[config.mk]
export PLATFORM = sky130hd
export DESIGN_NAME = xbar_matrix
export DESIGN_NICKNAME = d
export VERILOG_FILES = /design/src/rtl/xbar_pkg.sv /design/src/rtl/xbar_cfg_ctrl.sv /design/src/rtl/xbar_sel_bank.sv /design/src/rtl/xbar_mux_col.sv /design/src/rtl/xbar_matrix.sv
export SDC_FILE = /design/constraint.sdc
export NUM_CORES = 1
export LEC_CHECK = 0
export BUFFER_PORTS_ARGS = -buffer_cell sky130_fd_sc_hd__buf_2
export CORE_MARGIN = 3
export CORE_UTILIZATION = 59
export DETAILED_ROUTE_END_ITERATION = 8
export PLACE_DENSITY = 0.84
export SLEW_MARGIN = 20
export SYNTH_ARGS = -nofsm -noshare
export SYNTH_HDL_FRONTEND = slang
export SYNTH_SLANG_ARGS = --single-unit
[constraint.sdc]
create_clock -name clk -period 3.95 [get_ports clk]
set_input_delay 0.5925 -clock clk [delete_from_list [all_inputs] [get_ports clk]]
set_output_delay 0.5925 -clock clk [all_outputs]
set_load 0.02 [all_outputs]
[src/rtl/xbar_pkg.sv]
package xbar_pkg;

    // Result of the most recent configuration write cycle
    typedef enum logic [1:0] {
        CS_IDLE     = 2'd0,
        CS_APPLIED  = 2'd1,
        CS_REJECTED = 2'd2
    } cfg_state_e;

endpackage

[src/rtl/xbar_cfg_ctrl.sv]
module xbar_cfg_ctrl
    import xbar_pkg::*;
#(
    parameter int N  = 6,
    parameter int IW = $clog2(N)
) (
    input  logic          clk,
    input  logic          rst_n,
    input  logic          wr_en,
    input  logic [IW-1:0] wr_dst,
    input  logic [IW-1:0] wr_src,
    input  logic          wr_connect,
    output logic          commit,
    output logic          wr_err
);

    localparam logic [IW:0] LINES = (IW+1)'(N);

    cfg_state_e state_q;
    cfg_state_e state_d;
    logic       dst_ok;
    logic       src_ok;
    logic       self_sel;
    logic       legal;

    // Classify the offered write
    always_comb begin
        dst_ok   = {1'b0, wr_dst} < LINES;
        src_ok   = {1'b0, wr_src} < LINES;
        self_sel = (wr_dst == wr_src);
        legal    = dst_ok && (!wr_connect || (src_ok && !self_sel));
    end

    // Next-state logic
    always_comb begin
        state_d = state_q;
        unique case (state_q)
            CS_IDLE, CS_APPLIED, CS_REJECTED: begin
                if (!wr_en) begin
                    state_d = CS_IDLE;
                end else if (legal) begin
                    state_d = CS_APPLIED;
                end else begin
                    state_d = CS_REJECTED;
                end
            end
            default: state_d = CS_IDLE;
        endcase
    end

    // State register
    always_ff @(posedge clk or negedge rst_n) begin
        if (!rst_n) begin
            state_q <= CS_IDLE;
        end else begin
            state_q <= state_d;
        end
    end

    // Outputs
    always_comb begin
        commit = wr_en && legal;
        wr_err = (state_q == CS_REJECTED);
    end

endmodule

[src/rtl/xbar_sel_bank.sv]
module xbar_sel_bank #(
    parameter int N  = 6,
    parameter int IW = $clog2(N)
) (
    input  logic                   clk,
    input  logic                   rst_n,
    input  logic                   commit,
    input  logic [IW-1:0]          wr_dst,
    input  logic [IW-1:0]          wr_src,
    input  logic                   wr_connect,
    input  logic [IW-1:0]          rd_addr,
    output logic [N-1:0][IW-1:0]   sel_src,
    output logic [N-1:0]           sel_vld,
    output logic [IW-1:0]          rd_src,
    output logic                   rd_valid
);

    localparam logic [IW:0] LINES = (IW+1)'(N);

    logic [N-1:0][IW-1:0] src_q;
    logic [N-1:0]         vld_q;

    // Per-destination source-select registers
    always_ff @(posedge clk or negedge rst_n) begin
        if (!rst_n) begin
            src_q <= '0;
            vld_q <= '0;
        end else if (commit) begin
            for (int d = 0; d < N; d++) begin
                if (wr_dst == IW'(d)) begin
                    vld_q[d] <= wr_connect;
                    src_q[d] <= wr_connect ? wr_src : '0;
                end
            end
        end
    end

    // Readback register, captured from pre-update contents
    always_ff @(posedge clk or negedge rst_n) begin
        if (!rst_n) begin
            rd_src   <= '0;
            rd_valid <= 1'b0;
        end else if ({1'b0, rd_addr} < LINES) begin
            rd_src   <= src_q[rd_addr];
            rd_valid <= vld_q[rd_addr];
        end else begin
            rd_src   <= '0;
            rd_valid <= 1'b0;
        end
    end

    assign sel_src = src_q;
    assign sel_vld = vld_q;

endmodule

[src/rtl/xbar_mux_col.sv]
module xbar_mux_col #(
    parameter int N  = 6,
    parameter int IW = $clog2(N)
) (
    input  logic [N-1:0]  line_in,
    input  logic [IW-1:0] sel,
    input  logic          vld,
    output logic          out_bit
);

    // One mux level per destination; gated to 0 when undriven
    always_comb begin
        out_bit = 1'b0;
        for (int s = 0; s < N; s++) begin
            if (vld && (sel == IW'(s))) begin
                out_bit = line_in[s];
            end
        end
    end

endmodule

[src/rtl/xbar_matrix.sv]
module xbar_matrix #(
    parameter int N  = 6,
    parameter int IW = $clog2(N)
) (
    input  logic          clk,
    input  logic          rst_n,
    input  logic          wr_en,
    input  logic [IW-1:0] wr_dst,
    input  logic [IW-1:0] wr_src,
    input  logic          wr_connect,
    output logic          wr_err,
    input  logic [IW-1:0] rd_addr,
    output logic [IW-1:0] rd_src,
    output logic          rd_valid,
    input  logic [N-1:0]  line_in,
    output logic [N-1:0]  line_out,
    output logic [N-1:0]  line_drv
);

    logic                 commit;
    logic [N-1:0][IW-1:0] sel_src;
    logic [N-1:0]         sel_vld;

    xbar_cfg_ctrl #(.N(N), .IW(IW)) u_ctrl (
        .clk        (clk),
        .rst_n      (rst_n),
        .wr_en      (wr_en),
        .wr_dst     (wr_dst),
        .wr_src     (wr_src),
        .wr_connect (wr_connect),
        .commit     (commit),
        .wr_err     (wr_err)
    );

    xbar_sel_bank #(.N(N), .IW(IW)) u_bank (
        .clk        (clk),
        .rst_n      (rst_n),
        .commit     (commit),
        .wr_dst     (wr_dst),
        .wr_src     (wr_src),
        .wr_connect (wr_connect),
        .rd_addr    (rd_addr),
        .sel_src    (sel_src),
        .sel_vld    (sel_vld),
        .rd_src     (rd_src),
        .rd_valid   (rd_valid)
    );

    for (genvar d = 0; d < N; d++) begin : g_col
        xbar_mux_col #(.N(N), .IW(IW)) u_col (
            .line_in (line_in),
            .sel     (sel_src[d]),
            .vld     (sel_vld[d]),
            .out_bit (line_out[d])
        );
    end

    assign line_drv = sel_vld;

endmodule

==> impl_metrics.json, run 1 <==
{
  "status": "complete, no violations",
  "r2r-end": "u_bank.rd_src[0]",
  "cts_hold_buf": 0,
  "ys_types": 29,
  "ant_nets": 0,
  "cts-htree-levels": 2,
  "reg2reg_depth": 3,
  "design.die.area_um2": 3847,
  "core-area_um2": 2877,
  "postCtsResizedCells": 0,
  "fillers": 208,
  "crit_type": "flip-flop to output port",
  "ys_warn_count": 0,
  "gr-total-overflow": 0,
  "async_reset_ff_share_pct": 100.0,
  "areaGrowthSynthToFinish_pct": 10.00,
  "p_per_area_nw_per_um2": 453.3,
  "final_cell_area_um2": 2037,
  "slew_violations": 0,
  "required_ns": 3.36,
  "first_global_vias": 1340,
  "vias_per_cell": 5.880,
  "placed_cell_area_um2": 1977,
  "place_ws_ns": 1.744,
  "routed_wl_um": 3864,
  "synth-seq-cells": 30,
  "io_pins": 36,
  "initial_utilization_pct": 64.38,
  "cts_tree": "yes",
  "final_nets": 193,
  "maxCapViolations": 0,
  "p_leak_uw": 0.0009330,
  "core.rowCount": 19,
  "cts_setup_buffers": 0,
  "syn_nets": 166,
  "finalHoldViolCount": 0,
  "setup_tns_ns": 0,
  "drc": 0,
  "port_buffers": 35,
  "synthCells": 147,
  "avgSynthCellArea_um2": 12.60,
  "antenna_cells": 0,
  "fin_skew_ns": 0.007790,
  "clkTransAtPathRegs_ns": 0.10,
  "avgRoutedWirePerCell_um": 17.81,
  "clock-root-buffer": "clkbuf_4",
  "die_height_um": 62.03,
  "vias": 1276,
  "ff2ff_setup_slack_ns": 2.78,
  "first_pass_iters": 4,
  "worst_slew_pin_slew_ns": 0.6790,
  "vdd_drop_max_mv": 0.2713,
  "rsz0062_at_grt": "no",
  "finalCritPeriodShare_pct": 57.93,
  "syn_area_um2": 1852,
  "synthFlopType": "dfrtp_1",
  "grt_use_total_pct": 23.36,
  "clock_latency_ns": 0.33,
  "clock_path_buffers": 2,
  "ys_seq_area_share_pct": 40.54,
  "drt_first_iter_violations": 83,
  "slew_headroom_pct": 54.74,
  "cp.arrival_ns": 1.70,
  "startpoint_type": "flip-flop",
  "r2r-start": "u_bank.sel_src[12]",
  "timing.critical_path.from": "u_bank.sel_src[15]",
  "setup_ws_ns": 1.662,
  "cp-end-kind": "output port",
  "layout-drive-gt1-share_pct": 41.14,
  "die-width_um": 62.03,
  "final_util_pct": 70.81,
  "setup_viol": 0,
  "synth_edf_count": 0,
  "antenna_found_initial": 0,
  "clock.fmax_mhz": 437.0,
  "clock-sinks": 30,
  "min_period_ns": 2.288,
  "hp-class": "primary input to asynchronous set/reset pin",
  "grt_pass1_wl_um": 6327,
  "crit_fanout": 4,
  "dp_hpwl_um": 2989,
  "globalplace.congestion": 0.9148,
  "grt_max_degree": 31,
  "cts_buffers": 5,
  "cp-endpoint": "line_out[5]"
}
Yosys cell counts (3+ instances only):
cell | count | area (um2)
mux4_2 | 10 | 225.2
dfrtp_1 | 30 | 750.7
mux2_2 | 14 | 157.7
mux2i_1 | 16 | 160.2
nor2_1 | 10 | 37.54
xnor2_1 | 3 | 26.28
mux2_1 | 8 | 90.09
inv_1 | 5 | 18.77
nand3b_1 | 3 | 22.52
nand2_1 | 3 | 11.26
buf_4 | 12 | 90.09
o22ai_1 | 4 | 25.02
nor2b_1 | 7 | 43.79
registers in the layout (all words and copies together) (netlist names):
name,flops
u_ctrl.state_q,2
u_bank.sel_vld,6
u_bank.rd_src,3
u_bank.sel_src,18
u_bank.rd_valid,1
routing by layer:
layer,vias up,GRT usage [%],part of all wire [%]
li1,587,-,-
met1,630,31.49,42
met2,53,37.43,50
met3,6,4.959,6.5
met4,0,8.182,1.4
met5,-,0,0
worst max-delay path, stage by stage, from the launching register on:
cell and delay (ns):
dfrtp_1 0.44, mux4_2 0.52, mux2i_1 0.18, nor2b_1 0.07, buf_2 0.16
cell families after synthesis:
family,Yosys count,share of synthesized area (%)
buffers and inverters,20,6.554
muxes,48,34.19
and+or+nand+nor,37,14.26
xor gates and xnor gates,3,1.419
AOI/OAI and AO/OA,9,3.040
DFF,30,40.54
cells in the final DEF (no fill, tap or decap), drive strengths merged, types with 3 or more instances in the layout:
cell type,synthesis,final
nand3b,3,3
nor2,10,10
nor2b,7,7
mux4,10,10
xnor2,3,3
mux2i,16,16
inv,5,5
and2,3,3
buf,13,35
dfrtp,30,30
mux2,22,22
nand2,3,3
clkbuf,2,7
o22ai,4,4
through the flow:
stage / hold slack, ns / instances / total power (uW)
6_report: 0.2882 / 217 / 923.4
5_1_grt: 0.3190 / 217 / 981.3
4_1_cts: 0.2952 / 217 / 931.0
3_5_place_dp: 0.5211 / 209 / 739.5
3_3_place_gp: 0.5104 / 209 / 723.4
2_1_floorplan: 0.2969 / 147 / 677.4
how the worst min path moves through the flow:
stage,startpoint,to,slack (ns),cells after the start
after floorplan,rst_n,u_bank.rd_src[0],0.30,0
after global placement,u_bank.sel_vld[1],u_bank.sel_vld[1],0.51,1
after detailed placement,u_bank.sel_vld[1],u_bank.sel_vld[1],0.52,1
after CTS,rst_n,u_bank.sel_vld[4],0.30,1
after global routing,rst_n,u_bank.rd_src[1],0.32,1
final,rst_n,u_bank.rd_src[0],0.29,1
area by class of cell:
class / instances / area, um2 / share of cell area, %
Multi-Input combinational cell: 97 / 979.7 / 48.10
Tap cell: 42 / 52.55 / 2.580
Inverter: 5 / 18.77 / 0.9214
Clock inverter: 1 / 5.005 / 0.2457
Clock buffer: 7 / 55.05 / 2.703
Timing Repair Buffer: 35 / 175.2 / 8.600
Sequential cell: 30 / 750.7 / 36.86
where the power goes:
part	leakage [uW]	internal, uW	switching [uW]	total [uW]
registers	0.000384	367	62.3	430
logic	0.000514	152	150	301
clock network	0.0000353	86.2	106	192
total	0.000933	605	318	923
Note: power is estimated with default switching activity, not from simulation.
==> inputs of run 2 (changes only) <==
--- a/config.mk
+++ b/config.mk
@@ -7,9 +7,9 @@
 export LEC_CHECK = 0
 export BUFFER_PORTS_ARGS = -buffer_cell sky130_fd_sc_hd__buf_2
 export CORE_MARGIN = 3
-export CORE_UTILIZATION = 59
+export CORE_UTILIZATION = 49
 export DETAILED_ROUTE_END_ITERATION = 8
-export PLACE_DENSITY = 0.84
+export PLACE_DENSITY = 0.75
 export SLEW_MARGIN = 20
 export SYNTH_ARGS = -nofsm -noshare
 export SYNTH_HDL_FRONTEND = slang
==> constraint.sdc (replaced) <==
create_clock -name clk -period 2.1 [get_ports clk]
set_input_delay 0.315 -clock clk [delete_from_list [all_inputs] [get_ports clk]]
set_output_delay 0.315 -clock clk [all_outputs]
set_load 0.02 [all_outputs]
==> run 2 against run 1 <==
Effect of this change: critical path type unchanged; final cell count grew 1.8%; core utilization down 11 points; largest cell class unchanged; combinational power grew 87%; critical path depth unchanged; clock skew decreased by 0.0028 ns; via count is 1.1% higher; total power grew 100%; count of clock-buffer cells in the layout is the same; sequential power rose by 90%; hold slack lost 0.22 ns.
==> impl_metrics.json, run 2 (synthesis results as in run 1) <==
{
  "status": "complete, no violations",
  "first_global_vias": 1300,
  "avgRoutedWirePerCell_um": 18.02,
  "p_seq_share_pct": 44.2,
  "cp.arrival_ns": 1.60,
  "cts_hold_buf": 0,
  "cts_tree": "yes",
  "finalCritPeriodShare_pct": 91.24,
  "antenna_found_initial": 0,
  "reg2reg_depth": 3,
  "vdd_drop_max_mv": 0.5083,
  "hold_slack_ns": 0.06847,
  "fillers": 284,
  "required_ns": 1.78,
  "comb_power_share_pct": 30.4,
  "hp-class": "primary input to asynchronous set/reset pin",
  "place_ws_ns": 0.1590,
  "startpoint_type": "flip-flop",
  "cp-end-kind": "output port",
  "clock-sinks": 30,
  "p_per_area_nw_per_um2": 892.2,
  "crit_type": "flip-flop to output port",
  "core.rowCount": 21,
  "final_cell_area_um2": 2073,
  "fin_skew_ns": 0.004953,
  "die-width_um": 67.48,
  "layout_commonest_cell": "buf_2",
  "internal_power_uw": 1241,
  "clock.fmax_mhz": 521.9,
  "rsz0062_at_grt": "no",
  "power_uw": 1850,
  "layout-drive-gt1-share_pct": 41.14,
  "clock_latency_ns": 0.28,
  "min_period_ns": 1.916,
  "setup_ws_ns": 0.1840,
  "swShare_pct": 32.90,
  "antenna_cells": 0,
  "final_cell_mix": "buf_2, dfrtp_1, mux2i_1, mux2_2",
  "slew_headroom_pct": 55.65,
  "grt_use_total_pct": 20.14,
  "p_clk_share_pct": 25.3,
  "ant_nets": 0,
  "worst_slew_pin_slew_ns": 0.6653,
  "port_buffers": 35,
  "slew_violations": 0,
  "grt_pass1_wl_um": 6506,
  "cts-htree-levels": 2,
  "first_pass_iters": 4,
  "p_switching_uw": 608.5,
  "vias": 1290,
  "globalplace.congestion": 0.8588,
  "drc": 0,
  "maxCapViolations": 0,
  "routed_wl_um": 3983,
  "die_height_um": 67.48,
  "drt_first_iter_violations": 71,
  "p_leak_uw": 0.0009459,
  "core-area_um2": 3495,
  "io_pins": 36,
  "clock-root-buffer": "clkbuf_8",
  "gr-total-overflow": 0,
  "dp_hpwl_um": 3187,
  "crit_fanout": 4,
  "grt_max_degree": 31,
  "setup_tns_ns": 0,
  "areaGrowthSynthToFinish_pct": 11.96,
  "final_nets": 193,
  "largest_reg_flops": 18,
  "postCtsResizedCells": 0,
  "placed_cell_area_um2": 1982,
  "cts_setup_buffers": 0,
  "vias_per_cell": 5.837,
  "finalHoldViolCount": 0,
  "setup_viol": 0,
  "clkTransAtPathRegs_ns": 0.06,
  "clock_path_buffers": 2,
  "initial_utilization_pct": 52.99,
  "design.die.area_um2": 4553,
  "cts_buffers": 5
}
-- run 2: stage by stage --
stage                     instances  utilization, %
after floorplan                 147               -
after global placement          213           56.71
after detailed placement        213           56.71
after CTS                       221           59.33
after global routing            221           59.33
final                           221           59.33
-- run 2: cell type report --
| cell class | count | area (um2) | share of cell area (%) |
|---|---|---|---|
| inverter | 5 | 18.77 | 0.9052 |
| clock buffer | 7 | 86.33 | 4.164 |
| clock inverter | 1 | 5.005 | 0.2414 |
| multi-input combinational | 97 | 979.7 | 47.25 |
| timing repair buffer | 35 | 175.2 | 8.449 |
| tap | 46 | 57.56 | 2.776 |
| sequential | 30 | 750.7 | 36.21 |
-- run 2: final timing paths --
check,start,endpoint,slack (ns)
setup reg to reg,u_bank.sel_src[15],u_bank.rd_src[0],0.93
hold reg to reg,u_bank.sel_src[4],u_bank.sel_src[4],0.55
min in group clk,rd_addr[1],u_bank.rd_src[2],0.29
hold / removal,rst_n,u_bank.sel_src[4],0.07
max in group asynchronous,rst_n,u_bank.sel_src[7],1.60
setup / recovery,u_bank.sel_src[12],line_out[4],0.18
-- run 2: power groups by stage --
| stage | clock [uW] | combinational, uW | sequential [uW] |
|---|---|---|---|
| after floorplan | 0 | 471 | 804 |
| final | 469 | 563 | 818 |
| after global placement | 0 | 552 | 822 |
| after global routing | 512 | 609 | 838 |
| after CTS | 482 | 571 | 818 |
| after detailed placement | 0 | 569 | 829 |
-- run 2: per-layer routing --
metal  share of wire, %  global-route usage [%]
met1                 42                   26.21
met2                 49                   32.32
met3                6.9                   4.992
met4                1.5                   7.595
met5                  0                       0
-- run 2: critical path, stage by stage, from the launching register on --
cell and delay (ns):
dfrtp_1 0.42, mux4_2 0.52, mux2i_1 0.16, nor2b_1 0.06, buf_2 0.16
